[config.mk]
export PLATFORM = sky130hd
export DESIGN_NAME = attach_pullup_seq
export DESIGN_NICKNAME = d
export VERILOG_FILES = /design/src/rtl/attach_seq_pkg.sv /design/src/rtl/aps_sync.sv /design/src/rtl/aps_change_det.sv /design/src/rtl/aps_settle_timer.sv /design/src/rtl/attach_pullup_seq.sv
export SDC_FILE = /design/constraint.sdc
export NUM_CORES = 1
export LEC_CHECK = 0
export ABC_AREA = 1
export BUFFER_PORTS_ARGS = -buffer_cell sky130_fd_sc_hd__buf_4
export CAP_MARGIN = 0
export CORE_MARGIN = 2
export CORE_UTILIZATION = 40
export CTS_CLUSTER_SIZE = 8
export DETAILED_ROUTE_END_ITERATION = 8
export HOLD_SLACK_MARGIN = 0.12
export PLACE_DENSITY_LB_ADDON = 0.3
export SYNTH_ARGS = -nofsm -noshare
export SYNTH_HDL_FRONTEND = slang
export SYNTH_SLANG_ARGS = --single-unit
[constraint.sdc]
create_clock -name clk -period 3.49 [get_ports clk]
set_input_delay 0.1745 -clock clk [delete_from_list [all_inputs] [get_ports clk]]
set_output_delay 0.1745 -clock clk [all_outputs]
set_load 0.03 [all_outputs]
[src/rtl/attach_seq_pkg.sv]
package attach_seq_pkg;

  // Counter width needed to hold values 0 .. n-1 (at least one bit).
  function automatic int cnt_bits(input int n);
    return (n <= 2) ? 1 : $clog2(n);
  endfunction

  // True when the count has reached the final cycle of the window.
  function automatic logic window_done(input int unsigned cnt, input int unsigned len);
    return cnt == (len - 1);
  endfunction

endpackage

[src/rtl/aps_sync.sv]
module aps_sync #(
  parameter int STAGES = 2
) (
  input  logic clk,
  input  logic rst_n,
  input  logic d,
  output logic q
);
  logic [STAGES-1:0] chain_q;

  always_ff @(posedge clk or negedge rst_n) begin
    if (!rst_n) chain_q[0] <= 1'b0;
    else        chain_q[0] <= d;
  end

  for (genvar i = 1; i < STAGES; i++) begin : g_stage
    always_ff @(posedge clk or negedge rst_n) begin
      if (!rst_n) chain_q[i] <= 1'b0;
      else        chain_q[i] <= chain_q[i-1];
    end
  end

  assign q = chain_q[STAGES-1];
endmodule

[src/rtl/aps_change_det.sv]
module aps_change_det #(
  parameter int FILL = 3
) (
  input  logic clk,
  input  logic rst_n,
  input  logic level,
  output logic change
);
  localparam int FW = $clog2(FILL + 1);

  logic [FW-1:0] fill_q;
  logic          prev_q;
  logic          primed;

  assign primed = (fill_q == FW'(FILL));
  assign change = primed && (level != prev_q);

  always_ff @(posedge clk or negedge rst_n) begin
    if (!rst_n) begin
      fill_q <= '0;
      prev_q <= 1'b0;
    end else begin
      prev_q <= level;
      if (!primed) fill_q <= fill_q + 1'b1;
    end
  end
endmodule

[src/rtl/aps_settle_timer.sv]
module aps_settle_timer
  import attach_seq_pkg::*;
#(
  parameter int DELAY = 720000,
  parameter int CW    = cnt_bits(DELAY)
) (
  input  logic          clk,
  input  logic          rst_n,
  input  logic          restart,
  output logic          drive,
  output logic          expire_pulse,
  output logic [CW-1:0] count
);
  logic [CW-1:0] cnt_q;
  logic          drive_q;
  logic          pulse_q;
  logic          expiry;

  assign expiry = !drive_q && !restart && window_done(32'(cnt_q), DELAY);

  always_ff @(posedge clk or negedge rst_n) begin
    if (!rst_n) begin
      cnt_q   <= '0;
      drive_q <= 1'b0;
      pulse_q <= 1'b0;
    end else begin
      pulse_q <= expiry;
      if (restart) begin
        cnt_q   <= '0;
        drive_q <= 1'b0;
      end else if (expiry) begin
        drive_q <= 1'b1;
      end else if (!drive_q) begin
        cnt_q <= cnt_q + 1'b1;
      end
    end
  end

  assign drive        = drive_q;
  assign expire_pulse = pulse_q;
  assign count        = cnt_q;
endmodule

[src/rtl/attach_pullup_seq.sv]
module attach_pullup_seq
  import attach_seq_pkg::*;
#(
  parameter int DELAY_CYCLES = 720000,
  parameter int SYNC_STAGES  = 2
) (
  input  logic clk,
  input  logic rst_n,
  input  logic pwr_src_i,
  output logic pullup_o,
  output logic pullup_oe_o,
  output logic attached_o
);
  localparam int CNT_W = cnt_bits(DELAY_CYCLES);

  logic             pwr_sync_w;
  logic             restart_w;
  logic             drive_w;
  logic             expire_w;
  logic [CNT_W-1:0] count_w;

  aps_sync #(.STAGES(SYNC_STAGES)) sync_i (
    .clk(clk), .rst_n(rst_n), .d(pwr_src_i), .q(pwr_sync_w)
  );

  aps_change_det #(.FILL(SYNC_STAGES + 1)) det_i (
    .clk(clk), .rst_n(rst_n), .level(pwr_sync_w), .change(restart_w)
  );

  aps_settle_timer #(.DELAY(DELAY_CYCLES), .CW(CNT_W)) tmr_i (
    .clk(clk), .rst_n(rst_n), .restart(restart_w),
    .drive(drive_w), .expire_pulse(expire_w), .count(count_w)
  );

  assign pullup_o    = drive_w;
  assign pullup_oe_o = drive_w;
  assign attached_o  = expire_w;
endmodule

==> impl_metrics.env, run 1 <==
export IMPL_status="complete, no violations"
export IMPL_grt_use_total_pct=15.4
export IMPL_r2r_slack_ps=1800
export IMPL_numCtsBuffers=3
export IMPL_synth_seq_cells=27
export IMPL_dieHeight_microns=70.8
export IMPL_end_kind="register"
export IMPL_post_dp_cell_area_sq_um=1830
export IMPL_synth_nets=246
export IMPL_holdWs_ps=332
export IMPL_syn_area_per_cell_sq_um=7.40
export IMPL_final_max_slew_viol_count=0
export IMPL_grt_pass1_wl_microns=6220
export IMPL_setup_tns_ps=0
export IMPL_synth_cell_types=26
export IMPL_synthToLayoutAreaGrowth_pct=6.81
export IMPL_leakage_uw=0.000947
export IMPL_critPathKind="register to register"
export IMPL_dp_hpwl_microns=2660
export IMPL_finalWorstPathRequiredPeriod_ps=1690
export IMPL_fin_worst_skew_ps=3.00
export IMPL_multi_input_area_sq_um=940
export IMPL_dieArea_sq_um=5010
export IMPL_gr_total_overflow=0
export IMPL_die_x_microns=70.8
export IMPL_final_common_cell="nand2_1"
export IMPL_start_util_pct=41.2
export IMPL_cts_root_buf="clkbuf_8"
export IMPL_peakVddDrop_v=0.000165
export IMPL_r2r_end="tmr_i.count[9]"
export IMPL_start_kind="register"
export IMPL_drtPass1Iterations=4
export IMPL_port_buffer_count=5
export IMPL_drv_cap=0
export IMPL_vias_per_cell=4.85
export IMPL_antenna_found_initial=0
export IMPL_crit_start="tmr_i.count[0]"
export IMPL_postRouteAntennaNets=0
export IMPL_clk_pin_slew_worst_paths_ps=110
export IMPL_cts_sinks=27
export IMPL_cp_max_fo=27
export IMPL_critical_path_arrival_ps=1890
export IMPL_wl_per_cell_microns=11.8
export IMPL_post_cts_buffers=0
export IMPL_cts_tree="built"
export IMPL_io_pins=6
export IMPL_slew_headroom_pct=76.2
export IMPL_hp_class="input port to async pin"
export IMPL_grt_max_degree=28
export IMPL_power_density_nw_per_um2=288
export IMPL_drc=0
export IMPL_vias=1456
export IMPL_grt_pass1_vias=1367
export IMPL_max_slew_worst_pin_slew_ps=357
export IMPL_layout_drive_gt1_share_pct=18.5
export IMPL_cp_data_required_time_ps=3690
export IMPL_nets=254
export IMPL_setup_viol=0
export IMPL_syn_inst=241
export IMPL_synth_warnings=0
export IMPL_rsz0062_at_grt="no"
export IMPL_fin_crit_sh_pct=48.5
export IMPL_gp_congestion=0.843
export IMPL_num_fill_cells=459
export IMPL_yosysSeqAreaShare_pct=37.9
export IMPL_hold_violations=0
export IMPL_drtIter0Drc=42
export IMPL_r2r_cells=9
export IMPL_core_region_area_sq_um=4320
export IMPL_antenna_cells=0
export IMPL_clockBufferDepth=2
export IMPL_h_tree_depth=1
export IMPL_stdcell_area_sq_um=1900
export IMPL_row_count=24
export IMPL_fmax_mhz=590
export IMPL_syn_area_sq_um=1780
export IMPL_layout_common_cells="nand2_1 (77), inv_1 (27), dfrtp_1 (27)"
export IMPL_wl_microns=3550
export IMPL_regArea_sq_um=676
export IMPL_worstSkewPairLatency_ps=280
export IMPL_rr_startpoint="tmr_i.count[0]"
==> Yosys cell counts <==
cell type | n | area (sq um)
nand4_1 | 6 | 37.5
buf_4 | 1 | 7.51
nand2_2 | 9 | 56.3
dfrtp_1 | 27 | 676
nand2_8 | 1 | 20.0
nor2_1 | 25 | 93.8
ha_1 | 2 | 25.0
nand2_1 | 77 | 289
or2_2 | 1 | 6.26
xor2_1 | 6 | 52.6
nor2_2 | 4 | 25.0
o21ai_0 | 7 | 35.0
buf_12 | 2 | 40.0
mux2_2 | 1 | 11.3
nand3_2 | 2 | 20.0
o21bai_1 | 1 | 7.51
inv_1 | 27 | 101
nand2_4 | 3 | 33.8
nand3_1 | 17 | 85.1
clkbuf_1 | 1 | 3.75
nor2_4 | 3 | 33.8
inv_2 | 4 | 15.0
xnor2_1 | 1 | 8.76
o21ai_2 | 9 | 78.8
nor3_1 | 3 | 15.0
o21ai_1 | 1 | 5.00
==> logic make-up (layout without fill, tap and decap cells) <==
| family | count (synthesis) | in the layout | share of synthesized area [%] |
|---|---|---|---|
| compound gates | 18 | 18 | 7.09 |
| mux | 1 | 1 | 0.632 |
| xor+xnor | 7 | 7 | 3.44 |
| simple gates | 151 | 151 | 40.1 |
| flops | 27 | 27 | 37.9 |
| fa+ha+maj | 2 | 2 | 1.40 |
| buf+inv | 35 | 42 | 9.40 |
==> layout make-up <==
type	instances	share of cell area (%)
clock inverters	1	0.460
inverters	31	6.11
multi-input cells	179	49.3
clock buffers	3	2.17
flip-flops and latches	27	35.5
repair buffers	7	3.02
well taps	52	3.42
==> power breakdown <==
group          switching [uW]  internal (uW)  total, uW
combinational            20.5           9.42       29.9
clock                     112           84.0        196
sequential               5.47            317        323
==> registers in the layout, summed over array words and instances, names as in the netlist <==
signal and count:
det_i.prev_q 1, tmr_i.drive 1, sync_i.chain_q 1, tmr_i.expire_pulse 1, det_i.fill_q 2, tmr_i.count 20, sync_i.q 1
==> per-stage QoR <==
| stage | setup WS, ps | total power, uW | cells | utilization [%] |
|---|---|---|---|---|
| after floorplan | 1980 | 345 | 241 | - |
| after global placement | 1830 | 358 | 294 | 42.4 |
| after detailed placement | 1800 | 358 | 294 | 42.4 |
| after CTS | 1780 | 557 | 300 | 44.0 |
| after global routing | 1590 | 573 | 300 | 44.0 |
| final | 1800 | 549 | 300 | 44.0 |
==> critical path, stage by stage (launching register included) <==
cell     delay [ps]
dfrtp_1         460
ha_1            280
nand3_2         140
nor2_4          140
inv_2            60
nor2_4          100
nand2_4          90
nand2_8         190
nand2_1          70
o21ai_0          90
==> layer usage <==
layer,GRT usage (%),share of wire [%],up-vias
met2,25.3,47,17
li1,-,-,769
met3,2.56,2.8,2
met4,3.98,0.59,0
met5,0,0,-
met1,21.2,49,668
==> worst max path at each step <==
| stage | end | slack (ps) |
|---|---|---|
| after floorplan | tmr_i.count[2] | 1980 |
| after global placement | tmr_i.count[9] | 1830 |
| after detailed placement | tmr_i.count[9] | 1800 |
| after CTS | tmr_i.count[9] | 1780 |
| after global routing | tmr_i.count[16] | 1590 |
| final | tmr_i.count[9] | 1800 |
==> timing repair <==
action | CTS | global route
hold buffers | 2 | 0
setup endpoints to repair | 0 | 0
gates resized for setup | 0 | 0
endpoints found under the hold margin | 28 | 0
(Power assumes the default switching activity.)
==> run 2, diff against run 1 <==
==> constraint.sdc (replaced) <==
create_clock -name clk -period 1.8 [get_ports clk]
set_input_delay 0.09 -clock clk [delete_from_list [all_inputs] [get_ports clk]]
set_output_delay 0.09 -clock clk [all_outputs]
set_load 0.03 [all_outputs]
==> run 2 against run 1 <==
Worst hold slack got worse by 91 ps. Register-to-register slack got worse by 1600 ps. Core utilization rose by 0.78 points. Die area did not move. Critical endpoint unchanged. Count of clock-buffer cells in the layout did not move. Sequential share of layout area fell by 0.62 points. First-iteration DRC count rose to 3.1 times the previous value. Routed wire length rose by 4.6%. Clock skew rose by 3.2 ps.
==> impl_metrics.env, run 2 (synthesis results as in run 1) <==
export IMPL_cp_max_fo=27
export IMPL_cts_sinks=27
export IMPL_cts_root_buf="clkbuf_8"
export IMPL_grt_busiest_layer="met2"
export IMPL_worstSkewPairLatency_ps=290
export IMPL_final_util_pct=44.8
export IMPL_p_int_uw=797
export IMPL_use_met1_pct=21.3
export IMPL_grt_pass1_wl_microns=6610
export IMPL_crit_start="tmr_i.count[1]"
export IMPL_die_x_microns=70.8
export IMPL_largest_register_ffs=20
export IMPL_dieArea_sq_um=5010
export IMPL_fmax_mhz=619
export IMPL_dieHeight_microns=70.8
export IMPL_grt_max_degree=28
export IMPL_grt_use_total_pct=16.6
export IMPL_critPathKind="register to register"
export IMPL_fin_crit_sh_pct=89.7
export IMPL_port_buffer_count=5
export IMPL_io_pins=6
export IMPL_layout_common_cells="nand2_1 (77), inv_1 (27), dfrtp_1 (27)"
export IMPL_fin_worst_skew_ps=6.19
export IMPL_final_max_slew_viol_count=0
export IMPL_p_total_uw=1070
export IMPL_drtIter0Drc=131
export IMPL_crit_end="tmr_i.count[9]"
export IMPL_hold_violations=0
export IMPL_post_cts_buffers=0
export IMPL_drv_cap=0
export IMPL_met2_usage_pct=27.7
export IMPL_clkPwrFrac_pct=35.1
export IMPL_power_density_nw_per_um2=551
export IMPL_clockBufferDepth=2
export IMPL_cts_tree="built"
export IMPL_core_region_area_sq_um=4320
export IMPL_start_kind="register"
export IMPL_vias_per_cell=4.86
export IMPL_vias=1476
export IMPL_setup_tns_ps=0
export IMPL_combPwrFrac_pct=6.4
export IMPL_use_met3_pct=3.56
export IMPL_numCtsBuffers=3
export IMPL_holdWs_ps=241
export IMPL_critical_path_arrival_ps=1820
export IMPL_final_common_cell="nand2_1"
export IMPL_finalWorstPathRequiredPeriod_ps=1620
export IMPL_postRouteAntennaNets=0
export IMPL_r2r_cells=9
export IMPL_max_slew_worst_pin_slew_ps=351
export IMPL_num_fill_cells=447
export IMPL_gp_congestion=0.845
export IMPL_nets=258
export IMPL_rr_startpoint="tmr_i.count[1]"
export IMPL_grt_pass1_vias=1424
export IMPL_cp_data_required_time_ps=2000
export IMPL_r2r_slack_ps=180
export IMPL_layout_drive_gt1_share_pct=20.6
export IMPL_net_switching_power_uw=271
export IMPL_wl_per_cell_microns=12.2
export IMPL_swShare_pct=25.3
export IMPL_rsz0062_at_grt="no"
export IMPL_peakVddDrop_v=0.000278
export IMPL_leakage_uw=0.000959
export IMPL_antenna_cells=0
export IMPL_r2r_end="tmr_i.count[9]"
export IMPL_gr_total_overflow=0
export IMPL_synthToLayoutAreaGrowth_pct=8.70
export IMPL_end_kind="register"
export IMPL_pwr_share_seq_pct=58.5
export IMPL_row_count=24
export IMPL_slew_headroom_pct=76.6
export IMPL_hp_class="input port to async pin"
export IMPL_drc=0
export IMPL_setup_viol=0
export IMPL_status="complete, no violations"
export IMPL_dp_hpwl_microns=2780
export IMPL_start_util_pct=41.2
export IMPL_antenna_found_initial=0
export IMPL_drtPass1Iterations=4
export IMPL_wl_microns=3720
export IMPL_h_tree_depth=1
export IMPL_clk_pin_slew_worst_paths_ps=100
-- run 2: critical path, cell delays in order, from the launching register on --
cell	delay, ps
dfrtp_1	420
ha_2	250
nand3_2	130
nor2_4	140
inv_2	60
nor2_4	90
nand2_4	90
nand2_8	200
nand2_1	70
o21ai_0	90
-- run 2: what timing repair did --
item,CTS,global route
hold endpoints to repair,28,0
hold buffers,2,0
resized for setup,0,2
setup endpoints to repair,0,3
-- run 2: worst min-delay path by stage --
stage,depth (start not counted),startpoint,endpoint
after floorplan,0,rst_n,det_i.fill_q[0]
after global placement,1,rst_n,det_i.fill_q[0]
after detailed placement,1,rst_n,det_i.fill_q[0]
after CTS,2,rst_n,det_i.fill_q[0]
after global routing,2,rst_n,det_i.fill_q[0]
final,2,rst_n,det_i.fill_q[0]
-- run 2: area by class of cell --
class	count	area, sq um	area share [%]
flip-flops and latches	27	676	34.9
well taps	52	65.1	3.36
repair buffers	11	87.6	4.52
clock inverters	1	7.51	0.387
multi-input cells	179	945	48.7
clock buffers	3	41.3	2.13
inverters	31	116	6.00
-- run 2: power groups by stage --
stage	logic, uW	clock network, uW	registers, uW
final	68.2	375	624
after global routing	77.8	410	626
after CTS	69.8	389	624
after detailed placement	66.3	0	636
after global placement	65.4	0	635
after floorplan	32.6	0	636
-- run 2: metal layers --
metal	up-vias	part of all wire, %
li1	767	-
met1	680	49
met2	24	46
met3	5	3.2
met4	0	1.3
met5	-	0
-- run 2: per-stage QoR --
step	cells	setup slack [ps]	instance area [sq um]
floorplan	241	288	1780
global placement	298	189	1860
finish	304	185	1940
global route	304	18.5	1940
detailed placement	298	159	1860
CTS	304	131	1930
